[src/rtl/alt_apwm_gate.sv]
module alt_apwm_gate #(
  parameter int CW = 16,
  parameter int DW = 8
) (
  input  logic          clk,
  input  logic          rst_n,
  input  logic          en,
  input  logic          ref_in,
  input  logic [CW-1:0] phase_in,
  input  logic [DW-1:0] dead_in,
  output logic          gate_hi,
  output logic          gate_lo
);
  localparam int XW = CW + 2;
  localparam logic [CW-1:0] CNT_MAX = '1;

  logic          ref_s1, ref_s2, primed, run, sel;
  logic [CW-1:0] cnt;
  logic [XW-1:0] t_q, p_q, d_q;

  logic ref_rise, pair_start;
  assign ref_rise   = ref_s1 & ~ref_s2;
  assign pair_start = ref_rise & primed & (~run | sel);

  logic [XW-1:0] t_new, d_new, d2, d4, ph, pmax, pa, p_new;
  assign t_new = XW'(cnt) + XW'(1);
  assign d_new = XW'(dead_in);
  assign d2    = d_new << 1;
  assign d4    = d_new << 2;
  assign ph    = XW'(phase_in);
  assign pmax  = (t_new > d4) ? t_new - d4 : '0;
  assign pa    = (ph < pmax) ? ph : pmax;
  assign p_new = (pa < d2) ? d2 : pa;

  logic [XW-1:0] c_x, e_cur, hi_end, lo_st;
  logic          active;
  assign c_x    = XW'(cnt);
  assign e_cur  = (t_q > p_q + d_q) ? t_q - p_q - d_q : d_q;
  assign hi_end = sel ? e_cur : d_q + p_q;
  assign lo_st  = sel ? e_cur + d_q : (d_q << 1) + p_q;
  assign active = rst_n & en & run;

  assign gate_hi = active & (c_x >= d_q) & (c_x < hi_end);
  assign gate_lo = active & (c_x >= lo_st);

  always_ff @(posedge clk) begin
    if (!rst_n || !en) begin
      ref_s1 <= 1'b0;
      ref_s2 <= 1'b0;
      primed <= 1'b0;
      run    <= 1'b0;
      sel    <= 1'b0;
      cnt    <= '0;
      t_q    <= '0;
      p_q    <= '0;
      d_q    <= '0;
    end else begin
      ref_s1 <= ref_in;
      ref_s2 <= ref_s1;
      if (ref_rise) begin
        cnt <= '0;
        if (!primed) begin
          primed <= 1'b1;
        end else if (pair_start) begin
          run <= 1'b1;
          sel <= 1'b0;
          t_q <= t_new;
          d_q <= d_new;
          p_q <= p_new;
        end else begin
          sel <= 1'b1;
        end
      end else if (cnt != CNT_MAX) begin
        cnt <= cnt + 1'b1;
      end
    end
  end
endmodule

[config.mk]
export PLATFORM = sky130hd
export DESIGN_NAME = alt_apwm_gate
export DESIGN_NICKNAME = d
export VERILOG_FILES = /design/src/rtl/alt_apwm_gate.sv
export SDC_FILE = /design/constraint.sdc
export NUM_CORES = 1
export LEC_CHECK = 0
export BUFFER_PORTS_ARGS = -buffer_cell sky130_fd_sc_hd__buf_2
export CAP_MARGIN = 20
export CORE_UTILIZATION = 65
export DETAILED_ROUTE_END_ITERATION = 7
export GPL_TIMING_DRIVEN = 0
export PLACE_DENSITY = 0.81
export SLEW_MARGIN = 15
export SYNTH_ARGS = -nofsm -noshare
export SYNTH_HDL_FRONTEND = slang
export SYNTH_SLANG_ARGS = --single-unit
[constraint.sdc]
create_clock -name clk -period 8.83 [get_ports clk]
set_input_delay 0.883 -clock clk [delete_from_list [all_inputs] [get_ports clk]]
set_output_delay 0.883 -clock clk [all_outputs]
set_load 0.02 [all_outputs]
# Yosys cells after proc, flatten, opt, wreduce, memory -nomap -nowiden
# Index checks and enable logic that the tools add are counted.
# W data, S select, Z words.
# totals
regBits,65
latchBits,0
mem_bits_rw,0
mem_bits_ro,0
in_bits,28
output_inout_bits,2
elab_cells,49
memories,0
# op_classes
add_sub_neg,8
multipliers,0
n_div,0
n_lt_le_gt_ge,7
n_eq_ne,1
n_shift,0
muxes,7
bitwise_logic,11
reduce_logical,6
# ops
operator,count
$mux W18,6
$lt A16 B18 Y1,2
$add A18 B8 Y18,1
$add A8 B18 Y18,1
$add A9 B18 Y18,1
$ge A16 B18 Y1,1
$gt A18 B18 Y1,1
$lt A18 B9 Y1,1
$sub A17 B10 Y18,1
$sub A18 B18 Y18,1
$sub A18 B8 Y18,1
$add A16 B1 Y17 const B,1
$gt A17 B10 Y1,1
$add A16 B1 Y16 const B,1
$ge A16 B8 Y1,1
$ne A16 B16 Y1 const B,1
$and A1 B1 Y1,8
$reduce_and A3 Y1,1
$logic_not A1 Y1,2
$not A1 Y1,2
$reduce_and A2 Y1,1
$reduce_or A2 Y1,1
$logic_or A1 B1 Y1,1
$mux W1,1
$or A1 B1 Y1,1

# Logic depth before layout (Yosys ltp)
# depth
depth_word,7
mapped_depth,39
depth_no_buf,38

# Least setup slack after synthesis
# Ideal clock, no wire load.
# synth_timing
path_kind,register to output
start,reg d_q[1]
end,out gate_lo
arrival_time_ns,6.688
required_ns,7.947
path_slack_ns,1.259
stages_incl_launch_ff,34
n_path_buf,1
cell_sequence,dfxtp_1 ha_1 a21o_1 a21o_1 a2111oi_2 o31a_1 nor2_1 xnor2_1 ha_1 a21o_1 a21oi_1 o2111a_1 a221oi_1 nand3_1 clkbuf_1 inv_1 o21ai_0 fa_1 a21o_1 a21oi_1 o21bai_1 a21oi_1 o21ai_0 nand3_1 nor4_1 nand2_1 xnor2_1 a21oi_1 ha_1 o21a_1 o21a_1 o21ai_0 a211o_1 a31oi_1
# synth_between
elab_chain_len,7
word_cells_on_any_way,9
classes_between,add/sub: 4; order compare: 2; mux: 2; bitwise: 1
# synth_rtl
item,line,source
"start, declared",19,"logic [XW-1:0] t_q, p_q, d_q;"
"start signal, assigned",68,d_q <= d_new;
$add A8 B18 Y18,38,assign e_cur = (t_q > p_q + d_q) ? t_q - p_q - d_q : d_q;
$gt A18 B18 Y1,38,
$mux W18,38,
$add A18 B8 Y18,40,assign lo_st = sel ? e_cur + d_q : (d_q << 1) + p_q;
$mux W18 (*),40,
$ge A16 B18 Y1 (*),44,assign gate_lo = active & (c_x >= lo_st);
$and A1 B1 Y1 (*),44,
"end, declared",12,output logic gate_lo
# Mark *: on every way between the ends. The rest lies on a longest branch, timed or not.

# Final worst setup path
# layout_timing
start,reg p_q[2]
end,out gate_lo
# layout_between
elab_chain_len,7
word_cells_on_any_way,10
classes_between,add/sub: 5; order compare: 2; mux: 2; bitwise: 1
# layout_rtl
item,line,source
"start, declared",19,
"start signal, assigned",69,p_q <= p_new;
$sub A18 B18 Y18 / $add A8 B18 Y18 (equally long branches),38,
$sub A18 B8 Y18 / $gt A18 B18 Y1 (equally long branches),38,
$mux W18,38,
$add A18 B8 Y18,40,
$mux W18 (*),40,
$ge A16 B18 Y1 (*),44,
$and A1 B1 Y1 (*),44,
# Marks and branches as above.

==> impl_metrics.json <==
{
  "yosys_warnings": 0,
  "multi_input_area_um2": 6980,
  "synth_edf_count": 0,
  "skew_ns": 0.00427,
  "wl_per_cell_um": 18.7,
  "hold_viol_final": 0,
  "status": "complete, no violations",
  "min_period_over_period_pct": 95.7,
  "antenna_found_initial": 0,
  "maxSlewViolCount": 0,
  "p_total_uw": 744,
  "dr.pass1.iters": 5,
  "yosysTopAreaCellShare_pct": 21.1,
  "yosysTopAreaCell": "ha_1",
  "start_util_pct": 67.3,
  "crit_type": "flip-flop to primary output",
  "die-area_um2": 13700,
  "io_pins": 30,
  "avgSynthCellArea_um2": 7.70,
  "synth_area_um2": 8600,
  "tightest_slew_ns": 0.898,
  "seq_area_um2": 1290,
  "crit_path_max_incr_delay_ns": 0.41,
  "grt_max_degree": 11,
  "synthMostInstantiatedCell": "ha_1",
  "synth_cell_type_count": 83,
  "drive_above_1_share_pct": 10.4,
  "rsz0062_at_grt": "yes",
  "vias": 8377,
  "h-tree-depth": 3,
  "area_growth_pct": 9.82,
  "seq_area_frac_synth_pct": 14.9,
  "dp_hpwl_mm": 20.5,
  "routed_wl_mm": 25.1,
  "grt_pass1_wl_mm": 39.0,
  "core_um2": 12800,
  "antennaDiodeCount": 0,
  "post-route-drc-count": 0,
  "drtAntennaViolNets": 0,
  "cp_data_required_time_ns": 7.95,
  "via_per_inst": 6.26,
  "cts_tree": "built",
  "async_reset_ff_share_pct": 0,
  "die_h_um": 117,
  "endpoint_kind": "primary output",
  "gr-total-overflow": 0,
  "clk_latency_ns": 0.33,
  "cts_hold_buf": 0,
  "rows": 41,
  "stdcell_count": 1339,
  "cts_buffer_depth": 2,
  "clk_root_buffer_cell": "clkbuf_16",
  "grtUsageTotal_pct": 37.6,
  "dp_cells": 1318,
  "power.density_nw_per_um2": 78.7,
  "critical_path_arrival_ns": 7.57,
  "maxSlewHeadroom_pct": 39.6,
  "r2r_setup_slack_ns": 0.74,
  "cp_max_fo": 10,
  "grt_pass1_vias": 7675,
  "finalSetupViolCount": 0,
  "synthTopCellsByArea": "ha_1 21%, dfxtp_1 15%, a21oi_1 5.9%",
  "ir_drop_mv": 0.0999,
  "path_clk_slew_ns": 0.05,
  "drtIter0Drc": 757,
  "clock.fmax_mhz": 118,
  "nNetsFinal": 1347,
  "critPathLaunchType": "flip-flop",
  "syn_nets": 1302,
  "cp_slowest_cell": "dfxtp_2",
  "power.leakage_uw": 0.00421,
  "cts.sinks": 64,
  "syn-instance-count": 1117,
  "fillCellCount": 1030,
  "dieWidth_um": 117,
  "synthFlopType": "dfxtp_1",
  "synth-seq-cells": 64,
  "synth_top_cells_by_count": "145 x ha_1, 104 x nand2_1, 102 x a21oi_1",
  "cap_violations": 0,
  "place_congestion": 0.972,
  "cts_made_buffers": 9,
  "period_needed_ns": 8.45,
  "io_buffers": 29,
  "hold_class": "flip-flop to flip-flop"
}
path summary, 6_finish.rpt:
path | depth (start not counted) | endpoint | from
max | 35 | gate_lo | p_q[2]
max reg2reg | 33 | p_q[1] | cnt[1]
min | 1 | ref_s2 | ref_s1
min reg2reg | 1 | ref_s2 | ref_s1
critical path, delay by kind of cell, from the launching register on:
family | cells | cell delay (ns)
xor+xnor | 2 | 0.31
buf+inv | 5 | 0.81
flops | 1 | 0.41
simple gates | 9 | 1.59
compound gates | 15 | 2.82
fa+ha+maj | 4 | 1.28
what timing repair did:
item / CTS / global route
pin swaps: 2 / 13
gates resized for setup: 17 / 21
setup endpoints to repair: 1 / 10
buffers inserted: 2 / 3
layout by cell type (no fill, tap or decap), types with 14 or more instances in the layout:
| cell type | netlist | layout |
|---|---|---|
| a211oi_1 | 23 | 23 |
| a21o_1 | 47 | 47 |
| a21oi_1 | 102 | 100 |
| buf_2 | 4 | 33 |
| clkbuf_1 | 30 | 31 |
| dfxtp_1 | 64 | 59 |
| ha_1 | 145 | 144 |
| inv_1 | 79 | 78 |
| nand2_1 | 104 | 104 |
| nand2b_1 | 14 | 14 |
| nand3_1 | 41 | 39 |
| nor2_1 | 96 | 95 |
| nor3_1 | 19 | 19 |
| o21ai_0 | 56 | 51 |
| xnor2_1 | 49 | 49 |
| xor2_1 | 34 | 34 |
report_power, final:
part | leakage (uW) | total [uW] | internal [uW] | switching, uW
sequential | 0.000519 | 292 | 290 | 2.20
combinational | 0.00354 | 99.1 | 37.8 | 61.2
clock | 0.000150 | 353 | 233 | 120
total | 0.00421 | 744 | 560 | 184
cell type report:
class	count	area share, %
Inverter	79	3.18
Clock buffer	13	2.76
Clock inverter	3	0.424
Sequential cell	64	13.7
Tap cell	172	2.28
Buffer	41	1.89
Timing Repair Buffer	34	1.93
Multi-Input combinational cell	933	73.9
per-stage QoR:
stage	worst slack [ns]	TNS [ns]	instance area, um2	hold WS, ns	utilization [%]
2_1_floorplan	1.26	0	8600	0.444	-
3_3_place_gp	-0.467	-0.467	8960	0.460	70.2
3_5_place_dp	-0.499	-0.499	8960	0.462	70.2
4_1_cts	0.0514	0	9340	0.474	73.1
5_1_grt	-0.0719	-0.0719	9450	0.490	73.9
6_report	0.382	0	9450	0.475	73.9
layer usage:
metal  global-route usage (%)  routed length, um  up-vias
met4                     15.8                869        0
met1                     49.2              10500     3879
met5                        0                  0        -
met3                     3.45               1930       52
met2                     63.5              11800      352
li1                         -                  -     4094
logic make-up (layout without fill, tap and decap cells):
family	count (synthesis)	after routing	synth area share [%]
DFF	64	64	14.9
muxes	7	7	0.873
and+or+nand+nor	370	370	21.8
adders and majority gates	157	157	23.9
xor gates and xnor gates	83	83	8.45
buffers and inverters	120	170	5.44
AOI/OAI and AO/OA	316	316	24.7
sequential cells by signal (all words and copies together) (netlist names):
signal  cells
cnt        16
d_q         8
p_q        18
primed      1
ref_s1      1
ref_s2      1
run         1
sel         1
t_q        17
No activity file was read; power rests on OpenSTA's default activity.
